$ cat src/rtl/dt_pkg.sv
package dt_pkg;
  // Strobes from the control to the datapath for one clock.
  typedef struct packed {
    logic grant;     // dispatch this clock
    logic oversize;  // granted request exceeds free slots
    logic cycleEnd;  // apply the cycle boundary update
    logic stallAny;  // valid request refused
    logic stallRob;  // refusal blamed on reorder buffer
    logic stallRen;  // refusal blamed on rename
    logic stallSch;  // refusal blamed on scheduler
  } dtStrobes_t;
endpackage

$ cat src/rtl/dt_ctrl.sv
module dt_ctrl
  import dt_pkg::*;
#(
  parameter int WIDTH  = 4,
  parameter int UOP_W  = 4,
  parameter int SLOT_W = $clog2(WIDTH + 1)
) (
  input  logic              reqValid,
  input  logic [UOP_W-1:0]  reqUops,
  input  logic              robReady,
  input  logic              renameReady,
  input  logic              schedReady,
  input  logic              cycleEnd,
  input  logic [SLOT_W-1:0] availEntries,
  output logic              grant,
  output dtStrobes_t        strobes
);
  logic fullBudget;
  logic withinFree;
  logic fits;
  logic allReady;

  always_comb begin
    fullBudget = (32'(availEntries) == WIDTH);
    withinFree = (32'(reqUops) <= 32'(availEntries));
    fits       = withinFree || fullBudget;
    allReady   = robReady && renameReady && schedReady;
    grant      = reqValid && fits && allReady;

    strobes.grant    = grant;
    strobes.oversize = grant && !withinFree;
    strobes.cycleEnd = cycleEnd;
    strobes.stallAny = reqValid && !grant;
    // Cause attribution in fixed priority, only when slots were available.
    strobes.stallRob = reqValid && fits && !robReady;
    strobes.stallRen = reqValid && fits && robReady && !renameReady;
    strobes.stallSch = reqValid && fits && robReady && renameReady && !schedReady;
  end
endmodule

$ cat src/rtl/dt_datapath.sv
module dt_datapath
  import dt_pkg::*;
#(
  parameter int WIDTH  = 4,
  parameter int UOP_W  = 4,
  parameter int CNT_W  = 8,
  parameter int SLOT_W = $clog2(WIDTH + 1)
) (
  input  logic              clk,
  input  logic              rst_n,
  input  dtStrobes_t        strobes,
  input  logic [UOP_W-1:0]  reqUops,
  output logic [SLOT_W-1:0] availEntries,
  output logic [UOP_W-1:0]  carryOver,
  output logic [CNT_W-1:0]  stallTotal,
  output logic [CNT_W-1:0]  stallRob,
  output logic [CNT_W-1:0]  stallRename,
  output logic [CNT_W-1:0]  stallSched
);
  localparam int NUM_CNT = 4;
  localparam logic [CNT_W-1:0] CNT_MAX = '1;

  logic [SLOT_W-1:0] availQ, availD;
  logic [UOP_W-1:0]  carryQ, carryD;
  int                availMid;
  int                carryMid;

  // Dispatch effect first, then the optional cycle boundary.
  always_comb begin
    availMid = 32'(availQ);
    carryMid = 32'(carryQ);
    if (strobes.grant) begin
      if (strobes.oversize) begin
        availMid = 0;
        carryMid = 32'(carryQ) + 32'(reqUops) - WIDTH;
      end else begin
        availMid = 32'(availQ) - 32'(reqUops);
      end
    end
    availD = SLOT_W'(availMid);
    carryD = UOP_W'(carryMid);
    if (strobes.cycleEnd) begin
      if (carryMid >= WIDTH) begin
        availD = '0;
        carryD = UOP_W'(carryMid - WIDTH);
      end else begin
        availD = SLOT_W'(WIDTH - carryMid);
        carryD = '0;
      end
    end
  end

  always_ff @(posedge clk) begin
    if (!rst_n) begin
      availQ <= SLOT_W'(WIDTH);
      carryQ <= '0;
    end else begin
      availQ <= availD;
      carryQ <= carryD;
    end
  end

  logic [NUM_CNT-1:0] cntInc;
  logic [CNT_W-1:0]   cntQ [NUM_CNT];

  assign cntInc = {strobes.stallSch, strobes.stallRen, strobes.stallRob, strobes.stallAny};

  for (genvar gi = 0; gi < NUM_CNT; gi++) begin : g_cnt
    always_ff @(posedge clk) begin
      if (!rst_n) begin
        cntQ[gi] <= '0;
      end else if (cntInc[gi] && cntQ[gi] != CNT_MAX) begin
        cntQ[gi] <= cntQ[gi] + 1'b1;
      end
    end
  end

  assign availEntries = availQ;
  assign carryOver    = carryQ;
  assign stallTotal   = cntQ[0];
  assign stallRob     = cntQ[1];
  assign stallRename  = cntQ[2];
  assign stallSched   = cntQ[3];
endmodule

$ cat src/rtl/dispatch_throttle.sv
module dispatch_throttle
  import dt_pkg::*;
#(
  parameter int WIDTH  = 4,
  parameter int UOP_W  = 4,
  parameter int CNT_W  = 8,
  localparam int SLOT_W = $clog2(WIDTH + 1)
) (
  input  logic              clk,
  input  logic              rst_n,
  input  logic              reqValid,
  input  logic [UOP_W-1:0]  reqUops,
  input  logic              robReady,
  input  logic              renameReady,
  input  logic              schedReady,
  input  logic              cycleEnd,
  output logic              grant,
  output logic [SLOT_W-1:0] availEntries,
  output logic [UOP_W-1:0]  carryOver,
  output logic [CNT_W-1:0]  stallTotal,
  output logic [CNT_W-1:0]  stallRob,
  output logic [CNT_W-1:0]  stallRename,
  output logic [CNT_W-1:0]  stallSched
);
  dtStrobes_t strobes;

  dt_ctrl #(.WIDTH(WIDTH), .UOP_W(UOP_W), .SLOT_W(SLOT_W)) ctrl_i (
    .reqValid    (reqValid),
    .reqUops     (reqUops),
    .robReady    (robReady),
    .renameReady (renameReady),
    .schedReady  (schedReady),
    .cycleEnd    (cycleEnd),
    .availEntries(availEntries),
    .grant       (grant),
    .strobes     (strobes)
  );

  dt_datapath #(.WIDTH(WIDTH), .UOP_W(UOP_W), .CNT_W(CNT_W), .SLOT_W(SLOT_W)) dp_i (
    .clk         (clk),
    .rst_n       (rst_n),
    .strobes     (strobes),
    .reqUops     (reqUops),
    .availEntries(availEntries),
    .carryOver   (carryOver),
    .stallTotal  (stallTotal),
    .stallRob    (stallRob),
    .stallRename (stallRename),
    .stallSched  (stallSched)
  );
endmodule

$ cat config.mk
export PLATFORM = sky130hd
export DESIGN_NAME = dispatch_throttle
export DESIGN_NICKNAME = d
export VERILOG_FILES = /design/src/rtl/dt_pkg.sv /design/src/rtl/dt_ctrl.sv /design/src/rtl/dt_datapath.sv /design/src/rtl/dispatch_throttle.sv
export SDC_FILE = /design/constraint.sdc
export NUM_CORES = 1
export LEC_CHECK = 0
export CAP_MARGIN = 15
export CORE_UTILIZATION = 30
export CTS_BUF_LIST = sky130_fd_sc_hd__clkbuf_2 sky130_fd_sc_hd__clkbuf_4 sky130_fd_sc_hd__clkbuf_8
export DETAILED_ROUTE_END_ITERATION = 16
export GPL_ROUTABILITY_DRIVEN = 0
export PLACE_DENSITY = 0.58
export SLEW_MARGIN = 20
export SYNTH_ARGS = -nofsm -noshare
export SYNTH_HDL_FRONTEND = slang
export SYNTH_SLANG_ARGS = --single-unit
$ cat constraint.sdc
create_clock -name clk -period 3.41 [get_ports clk]
set_clock_uncertainty 0.2 [all_clocks]
set_input_delay 0.682 -clock clk [delete_from_list [all_inputs] [get_ports clk]]
set_output_delay 0.682 -clock clk [all_outputs]
set_load 0.02 [all_outputs]
Word-level counts from Yosys, hierarchy flattened
Memories as Yosys holds them, arrays and structs flattened.
Index checks and enable logic that the tools add are counted.
{ "word_totals": {"ram_bits": 32, "romBits": 0, "latchBits": 0, "out_inout_bits": 40, "regBits": 7, "n_memories": 1, "word_cells": 70, "inputBits": 11} }
{ "op_classes": {"div": 0, "mux": 25, "eq_ne": 5, "bitwise": 4, "shift": 0, "n_lt_le_gt_ge": 2, "reduce_logical": 22, "mul": 0, "addsub": 9} }
{ "memory_table": {"columns": ["name", "words", "word_bits", "rd", "rd_clocked_by_memory_dff", "write_ports", "line_no", "text"], "rows": [
  ["dp_i.cntQ", 4, 8, 4, 0, 4, "dt_datapath.sv:64", "logic [CNT_W-1:0] cntQ [NUM_CNT];"]
]} }
{ "ops": {"columns": ["op", "n"], "rows": [
  ["32-bit 2-to-1 mux", 2],
  ["8-bit by 1-bit adder with 8-bit output (second input constant)", 4],
  ["32-bit by 4-bit greater-or-equal comparator with 1-bit output (second input constant)", 1],
  ["8-bit 2-to-1 mux", 4],
  ["8-bit != test (second input constant)", 4],
  ["32-bit by 3-bit subtractor with 32-bit output (second input constant)", 1],
  ["1-bit logical AND", 15],
  ["1-bit 2-to-1 mux", 13],
  ["3-bit 2-to-1 mux", 4],
  ["4-bit 2-to-1 mux", 2],
  ["4-bit by 4-bit adder with 5-bit output", 1],
  ["1-bit logical NOT", 5],
  ["4-bit by 3-bit less-or-equal comparator with 1-bit output", 1],
  ["1-bit OR", 4],
  ["4-bit subtractor (second input constant)", 1],
  ["3-bit equality test (second input constant)", 1],
  ["3-bit subtractor", 1],
  ["3-bit subtractor (first input constant)", 1],
  ["2-bit nonzero test", 1],
  ["1-bit logical OR", 1]
]} }

Logic depth before layout (Yosys ltp)
{ "depth": {"ltp_word": 11, "depth_mapped": 12} }

Cells and area by module
From an unflattened synthesis, not the netlist that was laid out.
{ "hier_totals": {"cells_unflattened": 255, "hier_area_um2": 2547.4} }
{ "by_module_without_submodules": {"columns": ["module", "seq_area_each_um2", "cells_per_inst", "n_inst", "area_per_inst_um2"], "rows": [
  ["dt_datapath", 1101.1, 229, 1, 2352.3],
  ["dt_ctrl", 0.0, 26, 1, 195.2]
]} }

Worst setup path after synthesis
Ideal clock, no wire load.
{ "synth_path": {"kind": "in2reg", "from": "input reqUops[0]", "to": "register dp_i.availQ[0], in the netlist dp_i.availEntries[0]", "slack_ns": 0.233, "arrival_ns": 2.917, "required_time_ns": 3.150, "n_path_buf": 0, "path_stages": 11, "setup_time_ns": 0.060, "path_cell_list": "ha_1 fa_1 xnor2_1 ha_1 inv_1 mux2i_1 ha_1 a21boi_0 a32oi_2 o22ai_1 o311a_1"} }
{ "synth_between": {"elab_chain_len": 10, "elab_cells_between_ends": 18} }
{ "synth_lines": {"columns": ["item", "line_no", "text"], "rows": [
  ["start: declaration", "dispatch_throttle.sv:12", "input logic [UOP_W-1:0] reqUops,"],
  ["parallel branches: the longest is 10 deep, another holds 32-bit by 3-bit subtractor with 32-bit output", null, null],
  ["end signal: assignment", "dt_datapath.sv:55", "availQ <= SLOT_W'(WIDTH);"],
  ["end signal: assignment", "dt_datapath.sv:58", "availQ <= availD;"],
  ["end: declaration", "dt_datapath.sv:23", "logic [SLOT_W-1:0] availQ, availD;"]
]} }
Several ways; the timed one is not identified. The select of a mux whose other input is x is not followed.
A chain may end at the register's enable or synchronous reset.

Worst setup path after layout
{ "layout_path": {"from": "input reqUops[2]", "to": "output grant"} }
{ "layout_between": {"elab_chain_len": 4} }
{ "layout_lines": {"columns": ["item", "line_no", "text"], "rows": [
  ["4-bit by 3-bit less-or-equal comparator with 1-bit output", "dt_ctrl.sv:25", "withinFree = (32'(reqUops) <= 32'(availEntries));"],
  ["1-bit logical OR", "dt_ctrl.sv:26", "fits = withinFree || fullBudget;"],
  ["1-bit logical AND (2 in a row)", "dt_ctrl.sv:28", "grant = reqValid && fits && allReady;"],
  ["end: declaration", "dispatch_throttle.sv:17", "output logic grant,"]
]} }
No other way between the ends.

==> metrics <==
leakage power total=0.00137 uW; Tightest Hold Check Type=reg2reg; CP Capture Type=output port; CP startpoint kind=primary input; I/O Pins=51; CTS Sinks=39; Critical Path End=grant; worst-path fanout max=3; Max-slew headroom=0.730; Synth Cell Area=2470 sq um; Routed wire per std cell=13.0 um; Post-synth EDFFs=32; via/cell ratio=4.68; Distinct cells, synth=49; commonest non-fill, non-tap cell in the layout=clkdlybuf4s50_1; Main synth FF type=edfxtp_1; Seq/Total Area, Yosys=0.445; clock transition at the registers of the reported paths=70 ps; Async SR Flop Fraction=0; power per standard cell area=408 nW/um^2; Hold Vio Cnt, Final=0; H-tree levels=2; area fraction of the dominant cell type after synthesis=0.388; launching point of the worst reg2reg path=dp_i.carryOver[1]; leading cell types in the layout, fill and taps excluded=clkdlybuf4s50_1 (48), nor2_1 (40), edfxtp_1 (32), buf_4 (31); min Tclk post-route=3300 ps; reg2reg path depth=12; Vias=1,976; Clk Latency, worst-skew pair=290 ps; final setup margin=111 ps; Avg Cell Area, Syn=10.5 sq um; cells after synthesis=236; row count=32; worst-case clock buffer depth=2; drt total wl=5.49 mm; fmax=303 MHz; DP Wirelength=4.28 mm; CTS tree=done; Area contributors post-synth=edfxtp_1 (39%), ha_1 (9.1%), nor2_1 (6.1%), xor2_1 (6.0%), dfxtp_1 (5.7%); reg-to-reg setup timing slack=550 ps; fin util=0.446; R2R Path End=dp_i.availEntries[0]; n_diodes=0; CP arrival=2420 ps; critical path class=in2out; Warnings, synthesis=0; total iterations of the first detailed-routing run=4; first-pass GRT wire length=8.93 mm; endpoints failing setup=0; max cap viols=0; Final Max Tran Viols=0; Layout area overhead=41.4%; crit share post-route=0.967; drt initial violations=38; initial antenna violation count=0; Inserted Clock Buffers=5; Core Region=7850 sq um; dominant cell type by area after synthesis=edfxtp_1; DP Area=3300 sq um; Worst-Margin Slew=404 ps; Die Area=8610 sq um; CP Launch Point=reqUops[2]; root buf cell=clkbuf_8; Worst EP required=2530 ps; VDD IR-drop max=0.215 mV; antenna-violating nets left=0; total global routing overflow=0; PortBufs=50; Final Cell Area=3500 sq um; largest net degree at the start of global routing=13; layout cells sized above 1=0.184; Die X=92.8 um; Initial Utilization=0.315; net count after synthesis=267; vias in the first global route=1,829; DRC=0; pre-CTS setup slack=-443 ps; overall routing resource usage=0.134; Final nets=350; register bit total from synthesis=39; status=finished, final reports clean; die height=92.8 um
sequential cells by signal, summed over array words and instances (netlist names):
| name | flops |
|---|---|
| dp_i.cntQ | 32 |
| dp_i.carryOver | 4 |
| dp_i.availEntries | 3 |
timing repair:
item | CTS | global route
setup buffers | 0 | 2
hold buffers | 0 | 0
setup endpoints to repair | 8 | 8
gates resized for setup | 4 | 8
pin swaps | 0 | 4
per-layer routing:
| metal | vias to the layer above | GRT usage | routed length, um |
|---|---|---|---|
| met2 | 41 | 0.215 | 2580 |
| li1 | 1003 | - | - |
| met5 | - | 0 | 0 |
| met4 | 0 | 0.0346 | 62 |
| met3 | 7 | 0.0287 | 259 |
| met1 | 925 | 0.181 | 2590 |
logic make-up after synthesis:
| logic type | count (synthesis) | synth area share |
|---|---|---|
| xor gates and xnor gates | 29 | 0.103 |
| and+or+nand+nor | 96 | 0.198 |
| DFF | 39 | 0.445 |
| adders and majority gates | 20 | 0.107 |
| muxes | 4 | 0.0212 |
| buffers and inverters | 21 | 0.0334 |
| AOI/OAI and AO/OA | 27 | 0.0921 |
Yosys cell counts, drive strengths merged (2+ instances only):
master   n
a21boi   2
a21oi    3
and3     4
and4     2
buf      3
clkbuf   2
dfxtp    7
edfxtp  32
fa       2
ha      18
inv     16
mux2i    4
nand2   11
nand2b   2
nand3   18
nand3b   2
nand4    2
nor2    41
nor2b    2
nor3     4
o21ai    5
o22ai    2
o311a    2
or2      3
xnor2   12
xor2    17
how the worst min path moves through the flow:
| stage | depth (start not counted) | startpoint | endpoint |
|---|---|---|---|
| after global placement | 1 | dp_i.cntQ[1][8] | dp_i.cntQ[1][8] |
| final | 1 | dp_i.cntQ[1][8] | dp_i.cntQ[1][8] |
| after CTS | 1 | dp_i.cntQ[1][8] | dp_i.cntQ[1][8] |
| after global routing | 1 | dp_i.cntQ[0][0] | dp_i.cntQ[0][0] |
| after detailed placement | 1 | dp_i.cntQ[1][8] | dp_i.cntQ[1][8] |
| after floorplan | 2 | dp_i.availEntries[2] | dp_i.availEntries[2] |
report_power, final:
part / switching [uW] / total (uW) / leakage [uW] / internal, uW
Combinational: 182 / 368 / 0.000908 / 185
Sequential: 39.2 / 589 / 0.000397 / 549
Clock: 169 / 470 / 0.0000688 / 301
final cells by class:
type | count | area, sq um
inverters | 16 | 60.1
repair buffers | 81 | 734
multi-input cells | 176 | 1340
clock inverters | 2 | 60.1
fillers | 759 | 4350
flip-flops and latches | 39 | 1100
well taps | 102 | 128
clock buffers | 6 | 76.3
critical path, stage by stage:
cell	delay [ps]
clkdlybuf4s50_1	470
ha_1	400
nor3_2	200
a41oi_4	70
a31oi_2	240
dlygate4sd2_1	360
metrics by stage:
stage / std cells / setup TNS, ps / hold WS [ps] / total power, uW
6_report: 422 / 0 / 424 / 1430
5_1_grt: 422 / -30.6 / 471 / 1490
4_1_cts: 420 / 0 / 436 / 1430
3_5_place_dp: 412 / -2750 / 425 / 950
3_3_place_gp: 412 / -1930 / 406 / 946
2_1_floorplan: 236 / 0 / 496 / 787
Power figures use the tool's default switching activity.
